===== src/rtl/idgate_pkg.sv =====
package idgate_pkg;
    localparam int OP_W = 3;
    localparam logic [OP_W-1:0] OP_READ  = 3'd0;
    localparam logic [OP_W-1:0] OP_PROG  = 3'd1;
    localparam logic [OP_W-1:0] OP_ERASE = 3'd2;
    localparam logic [OP_W-1:0] OP_STAT  = 3'd3;
    localparam logic [OP_W-1:0] OP_CODE  = 3'd4;
endpackage


===== src/rtl/idgate_classify.sv =====
module idgate_classify
    import idgate_pkg::*;
#(
    parameter int ADDR_W = 12,
    parameter logic [ADDR_W-1:0] BOOT_BASE = 12'hF00
) (
    input  logic [OP_W-1:0]   op,
    input  logic [ADDR_W-1:0] addr,
    output logic              is_code,
    output logic              is_data,
    output logic              is_modify,
    output logic              in_boot
);
    always_comb begin
        is_code   = (op == OP_CODE);
        is_data   = (op == OP_READ) || (op == OP_PROG) ||
                    (op == OP_ERASE) || (op == OP_STAT);
        is_modify = (op == OP_PROG) || (op == OP_ERASE);
        in_boot   = (addr >= BOOT_BASE);
    end
endmodule


===== src/rtl/idgate_bytesel.sv =====
module idgate_bytesel #(
    parameter int CODE_LEN = 7,
    parameter int BYTE_W   = 8,
    localparam int IDX_W   = $clog2(CODE_LEN)
) (
    input  logic [CODE_LEN*BYTE_W-1:0] code,
    input  logic [IDX_W-1:0]           idx,
    output logic [BYTE_W-1:0]          sel
);
    logic [BYTE_W-1:0] bytes [CODE_LEN];

    for (genvar g = 0; g < CODE_LEN; g++) begin : g_split
        assign bytes[g] = code[g*BYTE_W +: BYTE_W];
    end

    always_comb begin
        sel = '0;
        for (int i = 0; i < CODE_LEN; i++) begin
            if (idx == IDX_W'(i)) sel = bytes[i];
        end
    end
endmodule


===== src/rtl/idgate_top.sv =====
module idgate_top
    import idgate_pkg::*;
#(
    parameter int ADDR_W   = 12,
    parameter int CODE_LEN = 7,
    parameter int BYTE_W   = 8,
    parameter logic [ADDR_W-1:0] BOOT_BASE = 12'hF00
) (
    input  logic                       clk,
    input  logic                       rst_n,
    input  logic                       cmd_valid,
    input  logic [OP_W-1:0]            cmd_op,
    input  logic [ADDR_W-1:0]          cmd_addr,
    input  logic [BYTE_W-1:0]          cmd_data,
    input  logic                       blank,
    input  logic [CODE_LEN*BYTE_W-1:0] stored_code,
    output logic                       fwd_valid,
    output logic [OP_W-1:0]            fwd_op,
    output logic [ADDR_W-1:0]          fwd_addr,
    output logic                       accept,
    output logic                       reject,
    output logic                       unlocked
);
    localparam int IDX_W = $clog2(CODE_LEN);
    localparam logic [IDX_W-1:0] LAST_IDX = IDX_W'(CODE_LEN - 1);

    typedef struct packed {
        logic              unl;
        logic              run_ok;
        logic [IDX_W-1:0]  idx;
        logic              fwd_v;
        logic [OP_W-1:0]   fwd_op;
        logic [ADDR_W-1:0] fwd_addr;
        logic              acc;
        logic              rej;
    } gate_st_t;

    gate_st_t st_d, st_q;

    logic is_code, is_data, is_modify, in_boot;
    logic [BYTE_W-1:0] exp_byte;
    logic byte_eq, seq_ok, allowed;

    idgate_classify #(.ADDR_W(ADDR_W), .BOOT_BASE(BOOT_BASE)) u_classify (
        .op        (cmd_op),
        .addr      (cmd_addr),
        .is_code   (is_code),
        .is_data   (is_data),
        .is_modify (is_modify),
        .in_boot   (in_boot)
    );

    idgate_bytesel #(.CODE_LEN(CODE_LEN), .BYTE_W(BYTE_W)) u_bytesel (
        .code (stored_code),
        .idx  (st_q.idx),
        .sel  (exp_byte)
    );

    always_comb begin
        byte_eq = (cmd_data == exp_byte);
        seq_ok  = ((st_q.idx == '0) || st_q.run_ok) && byte_eq;
        allowed = is_data && (st_q.unl || blank) && !(is_modify && in_boot);

        st_d       = st_q;
        st_d.fwd_v = 1'b0;
        st_d.acc   = 1'b0;
        st_d.rej   = 1'b0;

        if (cmd_valid) begin
            if (is_code) begin
                st_d.run_ok = seq_ok;
                if (st_q.idx == '0) st_d.unl = 1'b0;
                if (st_q.idx == LAST_IDX) begin
                    st_d.idx = '0;
                    st_d.unl = seq_ok;
                    st_d.acc = seq_ok;
                    st_d.rej = !seq_ok;
                end else begin
                    st_d.idx = st_q.idx + 1'b1;
                end
            end else if (allowed) begin
                st_d.fwd_v    = 1'b1;
                st_d.fwd_op   = cmd_op;
                st_d.fwd_addr = cmd_addr;
                st_d.acc      = 1'b1;
            end else begin
                st_d.rej = 1'b1;
            end
        end
    end

    always_ff @(posedge clk or negedge rst_n) begin
        if (!rst_n) st_q <= '0;
        else        st_q <= st_d;
    end

    assign fwd_valid = st_q.fwd_v;
    assign fwd_op    = st_q.fwd_op;
    assign fwd_addr  = st_q.fwd_addr;
    assign accept    = st_q.acc;
    assign reject    = st_q.rej;
    assign unlocked  = st_q.unl;
endmodule


===== config.mk =====
export PLATFORM = sky130hd
export DESIGN_NAME = idgate_top
export DESIGN_NICKNAME = d
export VERILOG_FILES = /design/src/rtl/idgate_pkg.sv /design/src/rtl/idgate_classify.sv /design/src/rtl/idgate_bytesel.sv /design/src/rtl/idgate_top.sv
export SDC_FILE = /design/constraint.sdc
export NUM_CORES = 1
export LEC_CHECK = 0
export BUFFER_PORTS_ARGS = -buffer_cell sky130_fd_sc_hd__buf_2
export CELL_PAD_IN_SITES_DETAIL_PLACEMENT = 0
export CELL_PAD_IN_SITES_GLOBAL_PLACEMENT = 1
export CORE_ASPECT_RATIO = 0.6
export CORE_MARGIN = 8
export CORE_UTILIZATION = 35
export CTS_CLUSTER_SIZE = 14
export DETAILED_ROUTE_END_ITERATION = 8
export PLACE_DENSITY_LB_ADDON = 0.1
export SKIP_LAST_GASP = 1
export SLEW_MARGIN = 20
export SYNTH_ARGS = -nofsm -noshare
export SYNTH_HDL_FRONTEND = slang
export SYNTH_HIERARCHICAL = 1
export SYNTH_SLANG_ARGS = --single-unit

===== constraint.sdc =====
create_clock -name clk -period 4.12 [get_ports clk]
set_input_delay 0.824 -clock clk [delete_from_list [all_inputs] [get_ports clk]]
set_output_delay 0.824 -clock clk [all_outputs]
set_load 0.005 [all_outputs]

==> summary.md, run 1 <==
| Metric | Value |
|---|---|
| Xor/xnor share of the synthesized area | `about 4.2%` |
| Slew @ Worst Pin | `0.777 ns` |
| CTS tree | `done` |
| RR Startpoint | `st_q[19]` |
| Simple-Gate Fraction of Synth Area | `a little over an eighth` |
| # fillers | `546` |
| Worst-path clk slew | `around 0.090 ns` |
| Hold Path Depth | `2` |
| Post-route antenna net violation count | `0` |
| Static leakage | `~1.1 nW` |
| Io pins | `102` |
| Finished Core Util | `a little under half` |
| Share of cells above drive strength 1 | `a little over half` |
| Vias in the first global route | `1627` |
| Drt first pass iters | `4` |
| Largest net degree at the start of global routing | `32` |
| Final setup fails | `0` |
| Post_cts resized | `0` |
| Top cells by area in the synthesized netlist | `dfrtp_1 31%, mux2_2 9.0%, buf_4 7.2%` |
| Worst hold path endpoint | `st_q[21]` |
| Complex-gate fraction of the synthesized area | `between 20% and 30%` |
| CP Class | `flop to flop` |
| Layout Nets | `~350` |
| Initial core utilization | `between 30 and 40%` |
| Row cnt | `20` |
| Syn Area/Cell | `between 10 and 15 um^2` |
| Ant. Diodes | `0` |
| Worst reg2reg endpoint | `reject` |
| Die Span Y | `72.7 um` |
| CTS sink cnt | `23` |
| Synth area leader | `dfrtp_1` |
| Post-synth EDFFs | `0` |
| Final Hold Fails | `0` |
| Mapped Nets | `264` |
| Cell variety after synth | `36` |
| Area growth syn-to-layout | `23.6%` |
| Worst rel slew slack | `approximately half` |
| Synth Area in Adders | `0%` |
| Congestion Overflow GR | `0` |
| RSZ-0062 raised after global routing | `no` |
| CP arrival | `2.98 ns` |
| Die width | `110 um` |
| Multiplexer share of the synthesized area | `roughly a fifth` |
| Synth warn | `6` |
| Final min period | `between 2 and 3 ns` |
| Max Cap Viol | `0` |
| #FFs+latches synth | `23` |
| # H-tree levels | `1` |
| WL/cell | `between 15 and 20 um` |
| Max clock buf depth | `2` |
| Hold Startpoint | `st_q[21]` |
| Largest family of logic cells by synthesized area | `compound AO/OA/AOI/OAI gates` |
| Min-Delay Path Class | `flop to flop` |
| Remaining DRCs | `0` |
| Core Area | `between 0.005 and 0.006 mm^2` |
| Die ar. | `0.00803 mm^2` |
| GR Util All Layers | `a little over an eighth` |
| Setup crit start kind | `flop` |
| Post-detail-place hpwl | `between 4000 and 5000 um` |
| Hold buffers post-CTS | `0` |
| Syn Inst Count | `between 150 and 200` |
| Latest clock arrival within the worst-skew pair | `approximately 0.26 ns` |
| Total number of vias | `roughly 1600` |
| R2r setup slk | `around 1.3 ns` |
| Post-CTS Setup Inserts | `0` |
| Fmax | `around 350 MHz` |
| Initial antenna violation count | `0` |
| Setup Skew | `0.00769 ns` |
| Global-route wire length before repair | `between 8000 and 9000 um` |
| Non-Filler Instances | `about 330` |
| Commonest cells in the netlist | `23 x dfrtp_1, 18 x buf_4, 15 x mux2_2` |
| VDD IR-drop max | `roughly 0.15 mV` |
| CP Data Required Time | `around 4.3 ns` |
| Total Routed Length | `around 5500 um` |
| CTS buffer count | `3` |
| Sequential element share of the synthesized area | `a little under a third` |
| Total power | `roughly 1.2 mW` |
| Worst reg-to-reg path cell count | `8` |
| Max Slew Vio Count | `0` |
| Status | `complete, no violations` |
| Starting DRT DRC Count | `67` |
| Most numerous cell in the Yosys netlist | `dfrtp_1` |
| Cell Area, Synth | `approximately 0.0019 mm^2` |
| Crit end category | `flop` |
| Via density | `around 4.9` |
| Ys flop type | `dfrtp_1` |
| Post-synth top area share | `a little under a third` |
| Pwr/cell area | `509 mW/mm^2` |
| Synth async-reset ratio | `100%` |
| Final TNS setup | `0 ns` |
| Placer Congestion | `~0.79` |
| Critical Path Fanout Max | `31` |
| Final Cycle Share | `about two thirds` |
| Cell Count Post-Placement | `323` |
| Root buf cell | `clkbuf_8` |
| PortBufs | `slightly above 100` |
[logic make-up (layout without fill, tap and decap cells)]
| kind of cell | count (synthesis) | in the layout |
|---|---|---|
| flip-flops | 23 | 23 |
| buffers and inverters | 31 | 111 |
| multiplexers | 31 | 31 |
| AND/OR/NAND/NOR | 46 | 46 |
| XOR/XNOR | 9 | 9 |
| AO/OA/AOI/OAI | 41 | 41 |
[registers in the layout (all words and copies together) (netlist names)]
register and flops:
unlocked 1, st_q 4, fwd_valid 1, accept 1
fwd_op 3, fwd_addr 12, reject 1
[report_power, final]
group	switching (mW)	total, mW	internal (mW)
combinational	0.355	0.687	0.332
clock	0.0734	0.141	0.0675
sequential	0.0794	0.350	0.271
[cells in the final DEF (no fill, tap or decap), drive strengths merged]
master	netlist	final
o32ai	8	8
mux2i	8	8
inv	4	4
dfrtp	23	23
nor4	2	2
o41ai	1	1
and4	1	1
a41oi	1	1
o21ai	4	4
a311o	1	1
or2	1	1
buf	26	103
clkbuf	1	3
clkinv	0	1
xor2	8	8
nor2b	3	3
nand2	8	8
a221oi	8	8
a2111oi	1	1
xnor2	1	1
mux2	23	23
o2bb2ai	8	8
a21oi	9	9
nor3	3	3
and3	1	1
nor2	13	13
nand3	3	3
nand2b	9	9
or2b	1	1
nand4	1	1
[worst max-delay path by stage]
stage | slack (ns) | startpoint | endpoint
finish | 1.30 | st_q[19] | reject
global route | 1.03 | st_q[19] | accept
CTS | 1.33 | st_q[19] | reject
global placement | 1.38 | st_q[19] | reject
detailed placement | 1.34 | st_q[19] | reject
floorplan | 1.86 | stored_code[22] | reject
[per-stage QoR]
stage / setup slack (ns) / hold slack [ns] / instance area [um^2]
2_1_floorplan: 1.86 / 0.442 / 1870
3_3_place_gp: 1.38 / 0.461 / 2270
3_5_place_dp: 1.34 / 0.463 / 2270
4_1_cts: 1.33 / 0.482 / 2310
5_1_grt: 1.03 / 0.525 / 2310
6_report: 1.30 / 0.472 / 2310
[worst max-delay path: stages (launching register included)]
cell and delay [ns]:
dfrtp_1 0.71, buf_4 0.42, mux2_2 0.37, o32ai_1 0.10
nor2_1 0.09, xor2_1 0.17, nor4_1 0.52, a311o_1 0.26
a21oi_1 0.06
[cell type report]
cell class,instances,area [um^2],area share (%)
Inverter,4,15.0,0.649
Clock buffer,3,41.3,1.78
Multi-Input combinational cell,127,1070,46.4
Clock inverter,1,5.00,0.216
Sequential cell,23,576,24.9
Timing Repair Buffer,103,520,22.5
Tap cell,66,82.6,3.57
[routing by layer]
layer  routed length [um]  global-route usage, %  up-vias
met4                   19                   1.79        0
met3                  416                   4.27        2
li1                     -                      -      813
met1                 2940                   20.2      738
met2                 2130                   17.1       62
met5                    0                      0        -
Note: power is estimated with default switching activity, not from simulation.
==> run 2: changes to the inputs <==
Settings changed: CORE_UTILIZATION 35 to 29.
Clock period 4.12 ns to 2.31 ns, I/O delays scaled along.
==> summary.md, run 2 (same netlist as run 1, synthesis figures left out) <==
| Metric | Value |
|---|---|
| Status | `complete, no violations` |
| Final Hold Fails | `0` |
| Die width | `about 120 um` |
| Max clock buf depth | `2` |
| Final Cycle Share | `98.4%` |
| Min-Delay Path Class | `input pin to async pin` |
| Via density | `about 4.7` |
| CP delay by family, top | `compound AO/OA/AOI/OAI gates` |
| Final setup fails | `0` |
| CTS tree | `done` |
| Non-Filler Instances | `362` |
| VDD IR-drop max | `roughly 0.36 mV` |
| CP arrival | `about 2.4 ns` |
| Ant. Diodes | `0` |
| Core Area | `around 0.006 mm^2` |
| Max Cap Viol | `0` |
| Initial core utilization | `between 30% and 40%` |
| Share of cells above drive strength 1 | `63.3%` |
| Post-detail-place hpwl | `a little under 5000 um` |
| Congestion Overflow GR | `0` |
| Stages on worst setup path | `10` |
| WL/cell | `17.0 um` |
| Final min period | `between 2 and 2.5 ns` |
| CTS buffer count | `3` |
| Pwr/cell area | `1000 mW/mm^2` |
| Crit path largest cell delay | `approximately 0.43 ns` |
| Root buf cell | `clkbuf_8` |
| Post-route antenna net violation count | `0` |
| Most frequent cells in the layout | `101 x buf_2, 21 x dfrtp_1, 15 x mux2_2` |
| Setup Skew | `0.00239 ns` |
| CP Data Required Time | `2.47 ns` |
| # H-tree levels | `1` |
| Drt first pass iters | `4` |
| WP buf/inv | `2` |
| Final TNS setup | `0 ns` |
| Critical Path Fanout Max | `8` |
| Worst-path clk slew | `0.08 ns` |
| CP Class | `flop to flop` |
| Remaining DRCs | `0` |
| Max Slew Vio Count | `0` |
| Total Routed Length | `roughly 6200 um` |
| GR Util All Layers | `12.6%` |
| Layout Nets | `roughly 360` |
| Cell Chain, Critical Path | `buf_12, mux2i_4, o2bb2ai_2, a221oi_2, nor2_1, xor2_1, nor4_2, buf_4, a311o_1, a21oi_1` |
| CTS sink cnt | `23` |
| Fmax | `~440 MHz` |
| Slowest CP cell | `dfrtp_2` |
| Static leakage | `roughly 1.3 nW` |
| Io pins | `about 100` |
| Hold_ws | `about 0.17 ns` |
| Vias in the first global route | `1793` |
| Die Span Y | `slightly below 80 um` |
| Placer Congestion | `just under 0.8` |
| Total number of vias | `1711` |
| # fillers | `638` |
| Max FFs per register | `12` |
| Total power | `roughly 2.7 mW` |
| Die ar. | `roughly 0.0094 mm^2` |
| Finished Core Util | `between 40% and 50%` |
| Latest clock arrival within the worst-skew pair | `0.26 ns` |
| Global-route wire length before repair | `around 9700 um` |
| Initial antenna violation count | `0` |
| Crit end category | `flop` |
| PortBufs | `101` |
| Hold buffers post-CTS | `0` |
| RSZ-0062 raised after global routing | `yes` |
| Worst reg-to-reg path cell count | `10` |
| Cell Count Post-Placement | `roughly 350` |
| Row cnt | `22` |
| Area growth syn-to-layout | `43.4%` |
| Setup crit start kind | `flop` |
| Largest net degree at the start of global routing | `24` |
| Starting DRT DRC Count | `93` |
| Slew @ Worst Pin | `0.537 ns` |
| Worst rel slew slack | `between 60% and 70%` |
| Commonest non-fill, non-tap cell in the layout | `buf_2` |
## run 2: area by class of cell
class / instances / area, um^2 / share of cell area, %
timing repair buffer: 120 / 727 / 27.1
multi-input combinational: 127 / 1210 / 45.2
tap: 84 / 105 / 3.91
sequential: 23 / 578 / 21.5
clock buffer: 3 / 41.3 / 1.54
inverter: 4 / 15.0 / 0.559
clock inverter: 1 / 5.00 / 0.186
## run 2: worst paths after layout
kind                             start          end  slack, ns
min in group clk           cmd_addr[7]  fwd_addr[7]       0.42
min                              rst_n  fwd_addr[1]       0.17
max reg2reg                   st_q[19]       reject       0.04
max in group asynchronous        rst_n     st_q[19]       1.75
min reg2reg                   st_q[21]     st_q[21]       0.50
max                           st_q[19]       reject       0.04
## run 2: repair_timing
item	CTS	global route
gates resized for setup	8	23
endpoints found under the setup margin	4	4
cloned	1	0
pin swaps	3	19
buffers inserted	1	3
## run 2: report_power, final
group          total [mW]  internal, mW  switching (mW)
combinational        1.87         0.997           0.875
sequential          0.567         0.488          0.0791
clock               0.250         0.120           0.130
## run 2: metrics by stage
step	setup WS [ns]	cell area, um^2
final	0.0358	2690
after global routing	-0.0672	2690
after CTS	0.00936	2510
after detailed placement	-0.102	2390
after global placement	-0.109	2390
after floorplan	0.0922	1870
## run 2: routing by layer
layer	share of wire, %	vias to the layer above	GRT usage, %
met5	0	-	0
met1	52	799	19.1
met3	7.5	2	4.21
met2	40	59	16.9
met4	0.31	0	1.49
li1	-	851	-
## run 2: worst register-to-register path: cells and delay by family, from the launching register on
family                 cells  cell delay [ns]
AND/OR/NAND/NOR            2             0.39
AO/OA/AOI/OAI              4             0.62
flip-flops                 1             0.43
XOR/XNOR                   1             0.17
multiplexers               1             0.23
buffers and inverters      2             0.33
==> run 3: changes to the inputs <==
Settings changed: SYNTH_HIERARCHICAL 1 to default.
==> summary.md, run 3 <==
| Metric | Value |
|---|---|
| Total Routed Length | `approximately 6600 um` |
| CP arrival | `2.51 ns` |
| Worst reg2reg endpoint | `accept` |
| Initial core utilization | `between 30% and 40%` |
| Synth area leader | `dfrtp_1` |
| CTS sink cnt | `23` |
| Area growth syn-to-layout | `45.9%` |
| Vias in the first global route | `about 2000` |
| Max Slew Vio Count | `0` |
| Stages on worst setup path | `9` |
| Sequential element share of the synthesized area | `a little under a third` |
| Mapped Nets | `288` |
| Ant. Diodes | `0` |
| Failing checks | `negative setup slack` |
| WP buf/inv | `0` |
| Core Area | `about 0.0062 mm^2` |
| NetSw | `between 1 and 1.5 mW` |
| Min-Delay Path Class | `input pin to async pin` |
| GR Util All Layers | `between 10 and 15%` |
| CP Capture Point | `accept` |
| Total number of vias | `between 1500 and 2000` |
| Final TNS setup | `-0.0312 ns` |
| Share of cells above drive strength 1 | `about 55%` |
| Congestion Overflow GR | `0` |
| Fmax | `428 MHz` |
| Remaining DRCs | `0` |
| #FFs+latches synth | `23` |
| Cell Count Post-Placement | `381` |
| Die Span Y | `between 70 and 80 um` |
| Worst reg-to-reg path cell count | `9` |
| Total power | `2.86 mW` |
| Final Hold Fails | `0` |
| Power share of the combinational group | `between 70% and 80%` |
| Max FFs per register | `12` |
| Worst Setup Slack, final | `-0.0242 ns` |
| CP delay by family, top | `simple AND/OR/NAND/NOR gates` |
| Crit end category | `flop` |
| PortBufs | `slightly above 100` |
| Top cells by area in the synthesized netlist | `dfrtp_1 30%, mux2_2 8.9%, buf_4 6.4%` |
| RR Startpoint | `st_q[18]` |
| Setup crit start kind | `flop` |
| Setup Skew | `0.00129 ns` |
| Post-synth EDFFs | `0` |
| Starting DRT DRC Count | `89` |
| Design area | `approximately 0.0028 mm^2` |
| Synth warn | `0` |
| Most frequent cells in the layout | `101 x buf_2, 23 x dfrtp_1, 23 x buf_4` |
| Drt first pass iters | `4` |
| Syn Area/Cell | `roughly 9.3 um^2` |
| CTS tree | `done` |
| Static leakage | `around 1.3 nW` |
| Slowest CP cell | `dfrtp_1` |
| Commonest cells in the netlist | `23 x dfrtp_1, 16 x buf_4, 15 x mux2_2` |
| Syn Inst Count | `between 200 and 250` |
| Synth async-reset ratio | `100%` |
| Non-Filler Instances | `~400` |
| # fillers | `~660` |
| Layout Nets | `roughly 400` |
| Most numerous cell in the Yosys netlist | `dfrtp_1` |
| Largest net degree at the start of global routing | `24` |
| Final min period | `2.33 ns` |
| Latest clock arrival within the worst-skew pair | `around 0.27 ns` |
| Crit path largest cell delay | `0.43 ns` |
| Clock network fraction of total power | `8.9%` |
| Ys flop type | `dfrtp_1` |
| Critical Path Fanout Max | `6` |
| Post-synth top area share | `between 30% and 40%` |
| Cell Area, Synth | `about 0.0019 mm^2` |
| Worst-path clk slew | `around 0.080 ns` |
| WL/cell | `16.6 um` |
| VDD IR-drop max | `a little under 0.4 mV` |
| Row cnt | `22` |
| Flop pwr share | `between 10% and 20%` |
| Global-route wire length before repair | `10500 um` |
| Worst rel slew slack | `64.7%` |
| Io pins | `between 100 and 150` |
| Post-route antenna net violation count | `0` |
| Slew @ Worst Pin | `approximately 0.53 ns` |
| P_int | `~1.7 mW` |
| CP Launch Point | `st_q[18]` |
| # H-tree levels | `1` |
| Die ar. | `0.00943 mm^2` |
| Place WS | `-0.124 ns` |
| Status | `finished with violations` |
| Commonest non-fill, non-tap cell in the layout | `buf_2` |
| Cell variety after synth | `just over 50` |
| R2r setup slk | `-0.02 ns` |
| Via density | `~4.8` |
| Cell Chain, Critical Path | `and2_4, ha_4, and2_1, o32a_1, a311oi_4, xnor2_2, nor3_2, nand4_1, o31ai_1` |
| Net Sw Frac | `between 40% and 50%` |
| Final Cycle Share | `101%` |
| Placer Congestion | `about 0.78` |
| Final setup fails | `2` |
| Pwr/cell area | `between 1000 and 1500 mW/mm^2` |
| Max clock buf depth | `2` |
| Die width | `around 120 um` |
| Initial antenna violation count | `0` |
| Placed inst area | `roughly 0.0025 mm^2` |
| CP Class | `flop to flop` |
| CP Data Required Time | `2.48 ns` |
| Root buf cell | `clkbuf_8` |
| Max Cap Viol | `0` |
| Post-detail-place hpwl | `~5300 um` |
| CTS buffer count | `3` |
| RSZ-0062 raised after global routing | `yes` |
run 3: worst min path at each step:
stage	start	end	slack [ns]	depth (start not counted)
floorplan	rst_n	accept	0.17	0
global placement	rst_n	fwd_addr[11]	0.47	1
detailed placement	rst_n	fwd_addr[11]	0.48	1
CTS	rst_n	fwd_addr[9]	0.17	1
global route	rst_n	fwd_addr[9]	0.20	1
finish	rst_n	fwd_addr[11]	0.16	1
run 3: cell type report:
type,count,area [um^2],share of cell area [%]
Clock inverter,1,5.00,0.182
Sequential cell,23,576,20.9
Timing Repair Buffer,133,805,29.2
Inverter,9,33.8,1.23
Clock buffer,3,41.3,1.50
Tap cell,84,105,3.82
Multi-Input combinational cell,145,1190,43.2
run 3: what timing repair did:
action / CTS / global route
gates resized for setup: 18 / 7
pin swaps: 17 / 6
endpoints found under the setup margin: 3 / 4
buffers inserted: 12 / 2
hold buffers: 0 / 0
run 3: logic make-up after synthesis:
kind of cell	after synthesis	synth area share (%)
buffers and inverters	36	11.5
multiplexers	26	15.4
AND/OR/NAND/NOR	57	17.5
AO/OA/AOI/OAI	52	20.3
adder cells (fa/ha/maj)	1	0.663
XOR/XNOR	9	4.18
flip-flops	23	30.5
run 3: power groups by stage:
| stage | sequential (mW) | combinational [mW] | clock (mW) |
|---|---|---|---|
| floorplan | 0.521 | 1.20 | 0 |
| global placement | 0.519 | 1.72 | 0 |
| detailed placement | 0.522 | 1.72 | 0 |
| CTS | 0.523 | 1.99 | 0.269 |
| global route | 0.536 | 2.26 | 0.287 |
| finish | 0.523 | 2.08 | 0.254 |
run 3: through the flow:
step                utilization [%]  hold slack (ns)
floorplan                         -            0.166
global placement               40.2            0.471
detailed placement             40.2            0.477
CTS                            43.5            0.174
global route                   44.5            0.202
finish                         44.5            0.162
run 3: metal layers:
layer	vias to the layer above	global-route usage, %	part of all wire [%]
met1	884	20.2	52
met5	-	0	0
met3	2	3.50	6.1
li1	955	-	-
met4	0	1.49	0.18
met2	75	19.8	41
